$ cat src/rtl/blit_pkg.sv
package blit_pkg;

  localparam int DATA_W = 32;
  localparam int ADR_W  = 32;
  localparam int CRD_W  = 16;
  localparam int EXT_W  = 12;
  localparam int PIT_W  = 11;
  localparam int BAS_W  = 29;
  localparam int REG_AW = 3;
  localparam int NREG   = 1 << REG_AW;

  typedef enum logic [1:0] {
    OP_FILL  = 2'd0,
    OP_COLOR = 2'd1,
    OP_MONO  = 2'd2
  } op_e;

  typedef struct packed {
    op_e              op;
    logic             rev_x;
    logic             rev_y;
    logic [1:0]       bpp_sh;
    logic [EXT_W-1:0] wm1;
    logic [EXT_W-1:0] hm1;
    logic [CRD_W-1:0] dx0;
    logic [CRD_W-1:0] dy0;
    logic [CRD_W-1:0] sx0;
    logic [CRD_W-1:0] sy0;
    logic [BAS_W-1:0] dbase;
    logic [BAS_W-1:0] sbase;
    logic [PIT_W-1:0] dpitch;
    logic [PIT_W-1:0] spitch;
  } job_t;

  function automatic logic depth_ok(input logic [1:0] code);
    return code != 2'd2;
  endfunction

  function automatic logic [1:0] depth_shift(input logic [1:0] code);
    case (code)
      2'd0:    return 2'd0;
      2'd1:    return 2'd1;
      default: return 2'd2;
    endcase
  endfunction

  function automatic logic rop_ok(input logic [7:0] rop);
    return (rop == 8'h00) || (rop == 8'h5A) || (rop == 8'hF0) || (rop == 8'hFF);
  endfunction

endpackage

$ cat src/rtl/blit_regs.sv
module blit_regs
  import blit_pkg::*;
(
  input  logic              clk,
  input  logic              rst_n,
  input  logic              wr_en_i,
  input  logic [REG_AW-1:0] wr_addr_i,
  input  logic [DATA_W-1:0] wr_data_i,
  input  logic [REG_AW-1:0] rd_addr_i,
  input  logic              busy_i,
  output logic [DATA_W-1:0] rd_data_o,
  output logic              start_o,
  output job_t              job_o,
  output logic              err_o
);

  localparam int POS_Y_LSB = DATA_W / 2;
  localparam logic [REG_AW-1:0] A_CMD = '0;

  logic [DATA_W-1:0] regs_q [1:NREG-1];
  logic [DATA_W-1:0] regs_d [1:NREG-1];
  logic              err_q, err_d;
  logic              cmd_hit, cmd_fill, cmd_mono, cmd_ok;
  logic [1:0]        depth_code;

  assign cmd_hit    = wr_en_i && (wr_addr_i == A_CMD);
  assign cmd_fill   = wr_data_i[13];
  assign cmd_mono   = wr_data_i[1];
  assign depth_code = regs_q[1][9:8];
  assign cmd_ok     = depth_ok(depth_code) && (!cmd_fill || rop_ok(wr_data_i[31:24]));

  always_comb begin
    for (int i = 1; i < NREG; i++) begin
      regs_d[i] = regs_q[i];
      if (wr_en_i && (wr_addr_i == REG_AW'(i))) regs_d[i] = wr_data_i;
    end
    err_d = err_q;
    if (cmd_hit && !busy_i) err_d = !cmd_ok;
  end

  always_ff @(posedge clk or negedge rst_n) begin
    if (!rst_n) begin
      for (int i = 1; i < NREG; i++) regs_q[i] <= '0;
      err_q <= 1'b0;
    end else begin
      for (int i = 1; i < NREG; i++) regs_q[i] <= regs_d[i];
      err_q <= err_d;
    end
  end

  assign start_o = cmd_hit && !busy_i && cmd_ok;

  always_comb begin
    job_o.op     = cmd_fill ? OP_FILL : (cmd_mono ? OP_MONO : OP_COLOR);
    job_o.rev_x  = wr_data_i[15];
    job_o.rev_y  = wr_data_i[14];
    job_o.bpp_sh = depth_shift(depth_code);
    job_o.wm1    = regs_q[4][EXT_W-1:0];
    job_o.hm1    = regs_q[4][POS_Y_LSB +: EXT_W];
    job_o.dx0    = regs_q[2][CRD_W-1:0];
    job_o.dy0    = regs_q[2][POS_Y_LSB +: CRD_W];
    job_o.sx0    = regs_q[3][CRD_W-1:0];
    job_o.sy0    = regs_q[3][POS_Y_LSB +: CRD_W];
    job_o.dbase  = regs_q[5][BAS_W-1:0];
    job_o.sbase  = regs_q[6][BAS_W-1:0];
    job_o.spitch = regs_q[7][PIT_W-1:0];
    job_o.dpitch = regs_q[7][POS_Y_LSB +: PIT_W];
  end

  always_comb begin
    if (rd_addr_i == A_CMD) rd_data_o = {{(DATA_W-2){1'b0}}, err_q, busy_i};
    else                    rd_data_o = regs_q[rd_addr_i];
  end

  assign err_o = err_q;

  // a command during a job leaves the error flag as it was
  p_busy_cmd_ignored_r9: assert property (@(posedge clk) disable iff (!rst_n)
    (cmd_hit && busy_i) |=> (err_q == $past(err_q)));

  // a rejected command raises the flag and the walker stays idle
  p_err_no_start_r10: assert property (@(posedge clk) disable iff (!rst_n)
    (cmd_hit && !busy_i && !cmd_ok) |=> (err_q && !busy_i));

endmodule

$ cat src/rtl/blit_walker.sv
module blit_walker
  import blit_pkg::*;
(
  input  logic             clk,
  input  logic             rst_n,
  input  logic             start_i,
  input  job_t             job_i,
  output logic             busy_o,
  output job_t             job_o,
  output logic [CRD_W-1:0] dx_o,
  output logic [CRD_W-1:0] dy_o,
  output logic [CRD_W-1:0] sx_o,
  output logic [CRD_W-1:0] sy_o
);

  logic             busy_q, busy_d;
  job_t             job_q, job_d;
  logic [EXT_W-1:0] xc_q, xc_d, yc_q, yc_d;
  logic [CRD_W-1:0] dx_q, dx_d, dy_q, dy_d, sx_q, sx_d, sy_q, sy_d;
  logic             walk_en;

  function automatic logic [CRD_W-1:0] step(input logic [CRD_W-1:0] v, input logic rev);
    return rev ? (v - CRD_W'(1)) : (v + CRD_W'(1));
  endfunction

  assign walk_en = start_i || busy_q;

  always_comb begin
    busy_d = busy_q;
    job_d  = job_q;
    xc_d   = xc_q;
    yc_d   = yc_q;
    dx_d   = dx_q;
    dy_d   = dy_q;
    sx_d   = sx_q;
    sy_d   = sy_q;
    if (start_i) begin
      busy_d = 1'b1;
      job_d  = job_i;
      xc_d   = job_i.wm1;
      yc_d   = job_i.hm1;
      dx_d   = job_i.dx0;
      dy_d   = job_i.dy0;
      sx_d   = job_i.sx0;
      sy_d   = job_i.sy0;
    end else if (busy_q) begin
      if (xc_q != '0) begin
        xc_d = xc_q - EXT_W'(1);
        dx_d = step(dx_q, job_q.rev_x);
        sx_d = step(sx_q, job_q.rev_x);
      end else if (yc_q != '0) begin
        yc_d = yc_q - EXT_W'(1);
        xc_d = job_q.wm1;
        dx_d = job_q.dx0;
        sx_d = job_q.sx0;
        dy_d = step(dy_q, job_q.rev_y);
        sy_d = step(sy_q, job_q.rev_y);
      end else begin
        busy_d = 1'b0;
      end
    end
  end

  always_ff @(posedge clk or negedge rst_n) begin
    if (!rst_n) begin
      busy_q <= 1'b0;
      job_q  <= '0;
      xc_q   <= '0;
      yc_q   <= '0;
      dx_q   <= '0;
      dy_q   <= '0;
      sx_q   <= '0;
      sy_q   <= '0;
    end else if (walk_en) begin
      busy_q <= busy_d;
      job_q  <= job_d;
      xc_q   <= xc_d;
      yc_q   <= yc_d;
      dx_q   <= dx_d;
      dy_q   <= dy_d;
      sx_q   <= sx_d;
      sy_q   <= sy_d;
    end
  end

  assign busy_o = busy_q;
  assign job_o  = job_q;
  assign dx_o   = dx_q;
  assign dy_o   = dy_q;
  assign sx_o   = sx_q;
  assign sy_o   = sy_q;

  // the job ends right after its last pixel
  p_done_at_last_r1: assert property (@(posedge clk) disable iff (!rst_n)
    (busy_q && (xc_q == '0) && (yc_q == '0)) |=> !busy_q);

  // within a row x moves one step in the chosen direction
  p_x_step_r4: assert property (@(posedge clk) disable iff (!rst_n)
    (busy_q && $past(busy_q) && ($past(xc_q) != '0)) |->
    (dx_q == ($past(job_q.rev_x) ? ($past(dx_q) - CRD_W'(1)) : ($past(dx_q) + CRD_W'(1)))));

  // at a row turn y steps and x returns to its start
  p_y_step_r5: assert property (@(posedge clk) disable iff (!rst_n)
    (busy_q && $past(busy_q) && ($past(xc_q) == '0)) |->
    ((dy_q == ($past(job_q.rev_y) ? ($past(dy_q) - CRD_W'(1)) : ($past(dy_q) + CRD_W'(1))))
     && (dx_q == job_q.dx0)));

endmodule

$ cat src/rtl/blit_addr.sv
module blit_addr
  import blit_pkg::*;
(
  input  logic             clk,
  input  logic             rst_n,
  input  logic             busy_i,
  input  job_t             job_i,
  input  logic [CRD_W-1:0] dx_i,
  input  logic [CRD_W-1:0] dy_i,
  input  logic [CRD_W-1:0] sx_i,
  input  logic [CRD_W-1:0] sy_i,
  output logic             pix_valid_o,
  output logic [ADR_W-1:0] dst_addr_o,
  output logic             src_valid_o,
  output logic [ADR_W-1:0] src_addr_o,
  output logic [2:0]       src_bit_o
);

  localparam int UNIT_SH = 3;

  logic [ADR_W-1:0] d_row, d_col, s_row, s_col;
  logic             is_mono;

  assign is_mono = (job_i.op == OP_MONO);

  always_comb begin
    d_row = ADR_W'(dy_i) * ADR_W'({job_i.dpitch, {UNIT_SH{1'b0}}});
    d_col = ADR_W'(dx_i) << job_i.bpp_sh;
    s_row = ADR_W'(sy_i) * ADR_W'({job_i.spitch, {UNIT_SH{1'b0}}});
    s_col = is_mono ? ADR_W'(sx_i >> UNIT_SH) : (ADR_W'(sx_i) << job_i.bpp_sh);
  end

  assign pix_valid_o = busy_i;
  assign src_valid_o = busy_i && (job_i.op != OP_FILL);
  assign dst_addr_o  = ADR_W'({job_i.dbase, {UNIT_SH{1'b0}}}) + d_row + d_col;
  assign src_addr_o  = ADR_W'({job_i.sbase, {UNIT_SH{1'b0}}}) + s_row + s_col;
  assign src_bit_o   = is_mono ? sx_i[2:0] : 3'd0;

  // at 4 bytes per pixel every destination address is word aligned
  p_align_r3: assert property (@(posedge clk) disable iff (!rst_n)
    (pix_valid_o && (job_i.bpp_sh == 2'd2)) |-> (dst_addr_o[1:0] == 2'b00));

  // a color copy steps its source in lockstep with the destination
  p_src_lockstep_r6: assert property (@(posedge clk) disable iff (!rst_n)
    (pix_valid_o && $past(pix_valid_o) && (job_i.op == OP_COLOR) && (dy_i == $past(dy_i))
     && (sy_i == $past(sy_i))) |->
    ((dst_addr_o - $past(dst_addr_o)) == (src_addr_o - $past(src_addr_o))));

endmodule

$ cat src/rtl/rect_blit_walker.sv
module rect_blit_walker
  import blit_pkg::*;
(
  input  logic              clk,
  input  logic              rst_n,
  input  logic              wr_en_i,
  input  logic [REG_AW-1:0] wr_addr_i,
  input  logic [DATA_W-1:0] wr_data_i,
  input  logic [REG_AW-1:0] rd_addr_i,
  output logic [DATA_W-1:0] rd_data_o,
  output logic              busy_o,
  output logic              pix_valid_o,
  output logic [ADR_W-1:0]  dst_addr_o,
  output logic              src_valid_o,
  output logic [ADR_W-1:0]  src_addr_o,
  output logic [2:0]        src_bit_o
);

  localparam int SYNC_STAGES = 2;

  logic [SYNC_STAGES-1:0] rst_sync_q;
  logic                   rst_int_n;
  logic                   start, busy, err;
  job_t                   job_new, job_run;
  logic [CRD_W-1:0]       dx, dy, sx, sy;

  always_ff @(posedge clk or negedge rst_n) begin
    if (!rst_n) rst_sync_q <= '0;
    else        rst_sync_q <= {rst_sync_q[SYNC_STAGES-2:0], 1'b1};
  end
  assign rst_int_n = rst_sync_q[SYNC_STAGES-1];

  blit_regs u_regs (
    .clk       (clk),
    .rst_n     (rst_int_n),
    .wr_en_i   (wr_en_i),
    .wr_addr_i (wr_addr_i),
    .wr_data_i (wr_data_i),
    .rd_addr_i (rd_addr_i),
    .busy_i    (busy),
    .rd_data_o (rd_data_o),
    .start_o   (start),
    .job_o     (job_new),
    .err_o     (err)
  );

  blit_walker u_walk (
    .clk     (clk),
    .rst_n   (rst_int_n),
    .start_i (start),
    .job_i   (job_new),
    .busy_o  (busy),
    .job_o   (job_run),
    .dx_o    (dx),
    .dy_o    (dy),
    .sx_o    (sx),
    .sy_o    (sy)
  );

  blit_addr u_addr (
    .clk         (clk),
    .rst_n       (rst_int_n),
    .busy_i      (busy),
    .job_i       (job_run),
    .dx_i        (dx),
    .dy_i        (dy),
    .sx_i        (sx),
    .sy_i        (sy),
    .pix_valid_o (pix_valid_o),
    .dst_addr_o  (dst_addr_o),
    .src_valid_o (src_valid_o),
    .src_addr_o  (src_addr_o),
    .src_bit_o   (src_bit_o)
  );

  assign busy_o = busy;

  // a job never starts while the error flag is being raised
  p_err_idle_r10: assert property (@(posedge clk) disable iff (!rst_int_n)
    ($rose(err)) |-> !$rose(busy));

endmodule

$ cat config.mk
export PLATFORM = sky130hd
export DESIGN_NAME = rect_blit_walker
export DESIGN_NICKNAME = d
export VERILOG_FILES = /design/src/rtl/blit_pkg.sv /design/src/rtl/blit_regs.sv /design/src/rtl/blit_walker.sv /design/src/rtl/blit_addr.sv /design/src/rtl/rect_blit_walker.sv
export SDC_FILE = /design/constraint.sdc
export NUM_CORES = 2
export LEC_CHECK = 0
export BUFFER_PORTS_ARGS = -buffer_cell sky130_fd_sc_hd__buf_4
export CELL_PAD_IN_SITES_DETAIL_PLACEMENT = 1
export CELL_PAD_IN_SITES_GLOBAL_PLACEMENT = 2
export CORE_MARGIN = 2
export CORE_UTILIZATION = 45
export DETAILED_ROUTE_END_ITERATION = 8
export GPL_TIMING_DRIVEN = 0
export PLACE_DENSITY_LB_ADDON = 0.1
export SYNTH_ARGS = -nofsm -noshare
export SYNTH_HDL_FRONTEND = slang
export SYNTH_SLANG_ARGS = --single-unit
$ cat constraint.sdc
create_clock -name clk -period 23.7 [get_ports clk]
set_clock_uncertainty 0.2 [all_clocks]
set_input_delay 1.185 -clock clk [delete_from_list [all_inputs] [get_ports clk]]
set_output_delay 1.185 -clock clk [all_outputs]
set_load 0.1 [all_outputs]
==> metrics.md <==
| Metric | Value |
|---|---|
| Status | `finished, final reports clean` |
| Area grow syn2layout | `11.2%` |
| Post-synthesis sequential area ratio | `29.6%` |
| Via count | `30045` |
| Post-Syn Area | `37700 sq um` |
| Die area | `86100 sq um` |
| Most common cell on crit path | `fa_1` |
| CTS clock-pin slew for the worst setup and hold paths | `60 ps` |
| FF-to-FF path depth | `10` |
| Family with the most delay on the worst path | `adder cells` |
| Initial Util | `45.2%` |
| Max_cap viols | `0` |
| CORE AREA | `83300 sq um` |
| Crit Path Category | `reg -> out` |
| Slew Limit Fails | `0` |
| Die Y | `293 microns` |
| Final Hold Viols | `0` |
| R2R Path Start | `u_walk.xc_q[0]` |
| Setup crit start | `u_walk.job_o[4]` |
| Hold Crit Class | `in -> async` |
| Leak | `20.7 nW` |
| Total Nets Final | `4706` |
| Grt total ovfl | `0` |
| Fmax | `92.4 MHz` |
| CP Launch Type | `flip-flop` |
| Final core utilization | `50.3%` |
| Rows | `106` |
| VDD IR max | `0.000256 V` |
| Tightest Pin Transition | `1400 ps` |
| Clk_lat worst skew | `630 ps` |
| ANT nets after route | `0` |
| Syn Area/Cell | `9.61 sq um` |
| Buffers & Inverters on Critical Path | `7` |
| # Post-CTS Setup Buffers | `0` |
| CTS root buffer | `clkbuf_16` |
| Number of synthesized flops with an enable pin | `0` |
| R2r endpoint | `u_walk.sy_o[9]` |
| Via-per-instance ratio | `5.74` |
| Cts hold-fix bufs | `0` |
| Initial antenna violation count | `3` |
| Initial DRC count | `2064` |
| Cell area power density | `87.6 nW/um^2` |
| Syn Nets | `4514` |
| Yosys cell types | `82` |
| Number of CTS-inserted buffers | `50` |
| # resized after CTS | `0` |
| DP HPWL | `105000 microns` |
| Placer congestion estimate | `0.935` |
| Clk sinks | `446` |
| Critical Path End | `src_addr_o[30]` |
| CP endpoint kind | `output port` |
| Clock tree from TritonCTS | `built` |
| Seq cells post-synth | `446` |
| Clk buf depth | `3` |
| # fillers | `9533` |
| Setup violations, final | `0` |
| Routed WL | `132000 microns` |
| Port bufs | `133` |
| Avg WL per Cell | `25.1 microns` |
| RSZ-0062 raised after global routing | `no` |
| Critical path depth | `29` |
| H-tree depth | `2` |
| Synth Flop Type | `dfrtp_1` |
| Post-synthesis cell count | `3921` |
| Ratio of cells with drive above 1 in the final layout | `13.8%` |
| Global-route wire length before repair | `201000 microns` |
| Vias in the first global route | `31842` |
| Critical Path AT | `9440 ps` |
| Largest net degree at the start of global routing | `65` |
| DR DRC count | `0` |
| I/O pin cnt | `143` |
| Horiz. Die Dim | `293 microns` |
| Delay of the slowest critical-path stage | `580 ps` |
| Drt first pass iters | `6` |
| Crit-path max FO | `10` |
| Crit-path slowest cell | `fa_1` |
| Final setup TNS | `0 ps` |
| R2R setup slack | `19380 ps` |
| Synth warn | `0` |
| Slew margin rel. | `6.39%` |
| Period utilization | `45.7%` |
| Final min period | `10820 ps` |
| Total track usage | `31.1%` |
| Asr flop ratio synth | `100%` |
| Data required, critical path | `22320 ps` |
==> placed cells by master (no fill, tap or decap), types with 17 or more instances in the layout <==
cell and instances:
ha_1 264, a211oi_1 18, mux2i_1 40, nor3_1 32
clkbuf_16 51, buf_1 21, a222oi_1 25, dfrtp_1 444
o21ai_0 170, xor2_1 47, fa_1 288, buf_4 138
a221o_1 21, nand2b_1 19, nand3_1 50, nor2b_1 34
and2_1 172, clkbuf_1 158, mux2_2 256, a21o_1 58
inv_1 450, a31oi_1 17, nor2_1 117, nand2_1 655
mux4_2 41, a22oi_1 43, xnor2_1 98, buf_2 25
a21oi_1 146, o21bai_1 18
==> cells by family after synthesis <==
family	Yosys count	synth area share [%]
and+or+nand+nor	1157	14.1
buffers and inverters	647	6.58
adders and majority gates	552	24.1
DFF	446	29.6
xor gates and xnor gates	145	3.37
AOI/OAI and AO/OA	636	11.1
muxes	337	11.2
other	1	0.00995
==> report_power, final <==
group | switching (mW) | total, mW | internal, mW | leakage, nW
registers | 0.151 | 1.03 | 0.876 | 5.43
logic | 1.28 | 1.84 | 0.558 | 14.4
clock network | 0.346 | 0.805 | 0.459 | 0.817
total | 1.78 | 3.67 | 1.89 | 20.7
==> per-layer routing <==
metal | part of all wire (%) | global-route usage, %
met1 | 45 | 43.6
met2 | 46 | 49.3
met3 | 5.5 | 4.39
met4 | 4.1 | 11.3
met5 | 0.017 | 0
==> state kept, by name (all words and copies together) (netlist names) <==
signal,flops
u_regs.job_o,168
u_walk.yc_q,12
u_walk.xc_q,12
u_walk.sy_o,16
rst_sync_q,2
u_regs.depth_code,2
u_walk.busy_o,1
u_walk.job_o,130
u_walk.sx_o,16
u_regs.regs_q,54
u_regs.err_o,1
u_walk.dy_o,16
u_walk.dx_o,16
==> cell type report <==
type,instances,area [sq um],share of cell area (%)
Antenna cell,1,2.50,0.00597
Buffer,197,790,1.88
Clock buffer,72,1450,3.45
Clock inverter,21,214,0.511
Inverter,450,1690,4.03
Multi-Input combinational cell,2828,24000,57.4
Sequential cell,446,11200,26.7
Tap cell,1080,1350,3.23
Timing Repair Buffer,140,1190,2.84
==> Yosys cell counts, types with 41 or more instances <==
master | number | area, sq um
a21oi_1 | 146 | 731
fa_1 | 288 | 5770
a22oi_1 | 43 | 323
a21o_1 | 58 | 435
nand2_1 | 655 | 2460
o21ai_0 | 170 | 851
nor2_1 | 117 | 439
ha_1 | 264 | 3300
clkbuf_1 | 146 | 548
inv_1 | 450 | 1690
xor2_1 | 47 | 412
nand3_1 | 50 | 250
mux4_2 | 41 | 923
mux2_2 | 256 | 2880
and2_1 | 172 | 1080
dfrtp_1 | 446 | 11200
xnor2_1 | 98 | 858
==> worst min-delay path by stage <==
stage                       start            end  slack [ps]  depth (start not counted)
floorplan           rst_sync_q[0]  rst_sync_q[1]         130                          0
CTS                         rst_n  rst_sync_q[1]         110                          1
detailed placement  rst_sync_q[0]  rst_sync_q[1]         140                          0
global placement    rst_sync_q[0]  rst_sync_q[1]         140                          0
global route                rst_n  rst_sync_q[1]         110                          1
finish                      rst_n  rst_sync_q[1]         140                          1
==> stage by stage <==
step	power (mW)	instance area [sq um]	instances	hold WS, ps	setup slack, ps
after floorplan	2.45	37700	3921	131	10150
after global placement	2.84	40000	5134	137	4180
after detailed placement	2.87	40200	5141	142	13540
after CTS	3.68	41900	5234	107	12830
after global routing	3.84	41900	5234	115	12210
final	3.67	41900	5235	136	12880
No activity file was read; power rests on OpenSTA's default activity.
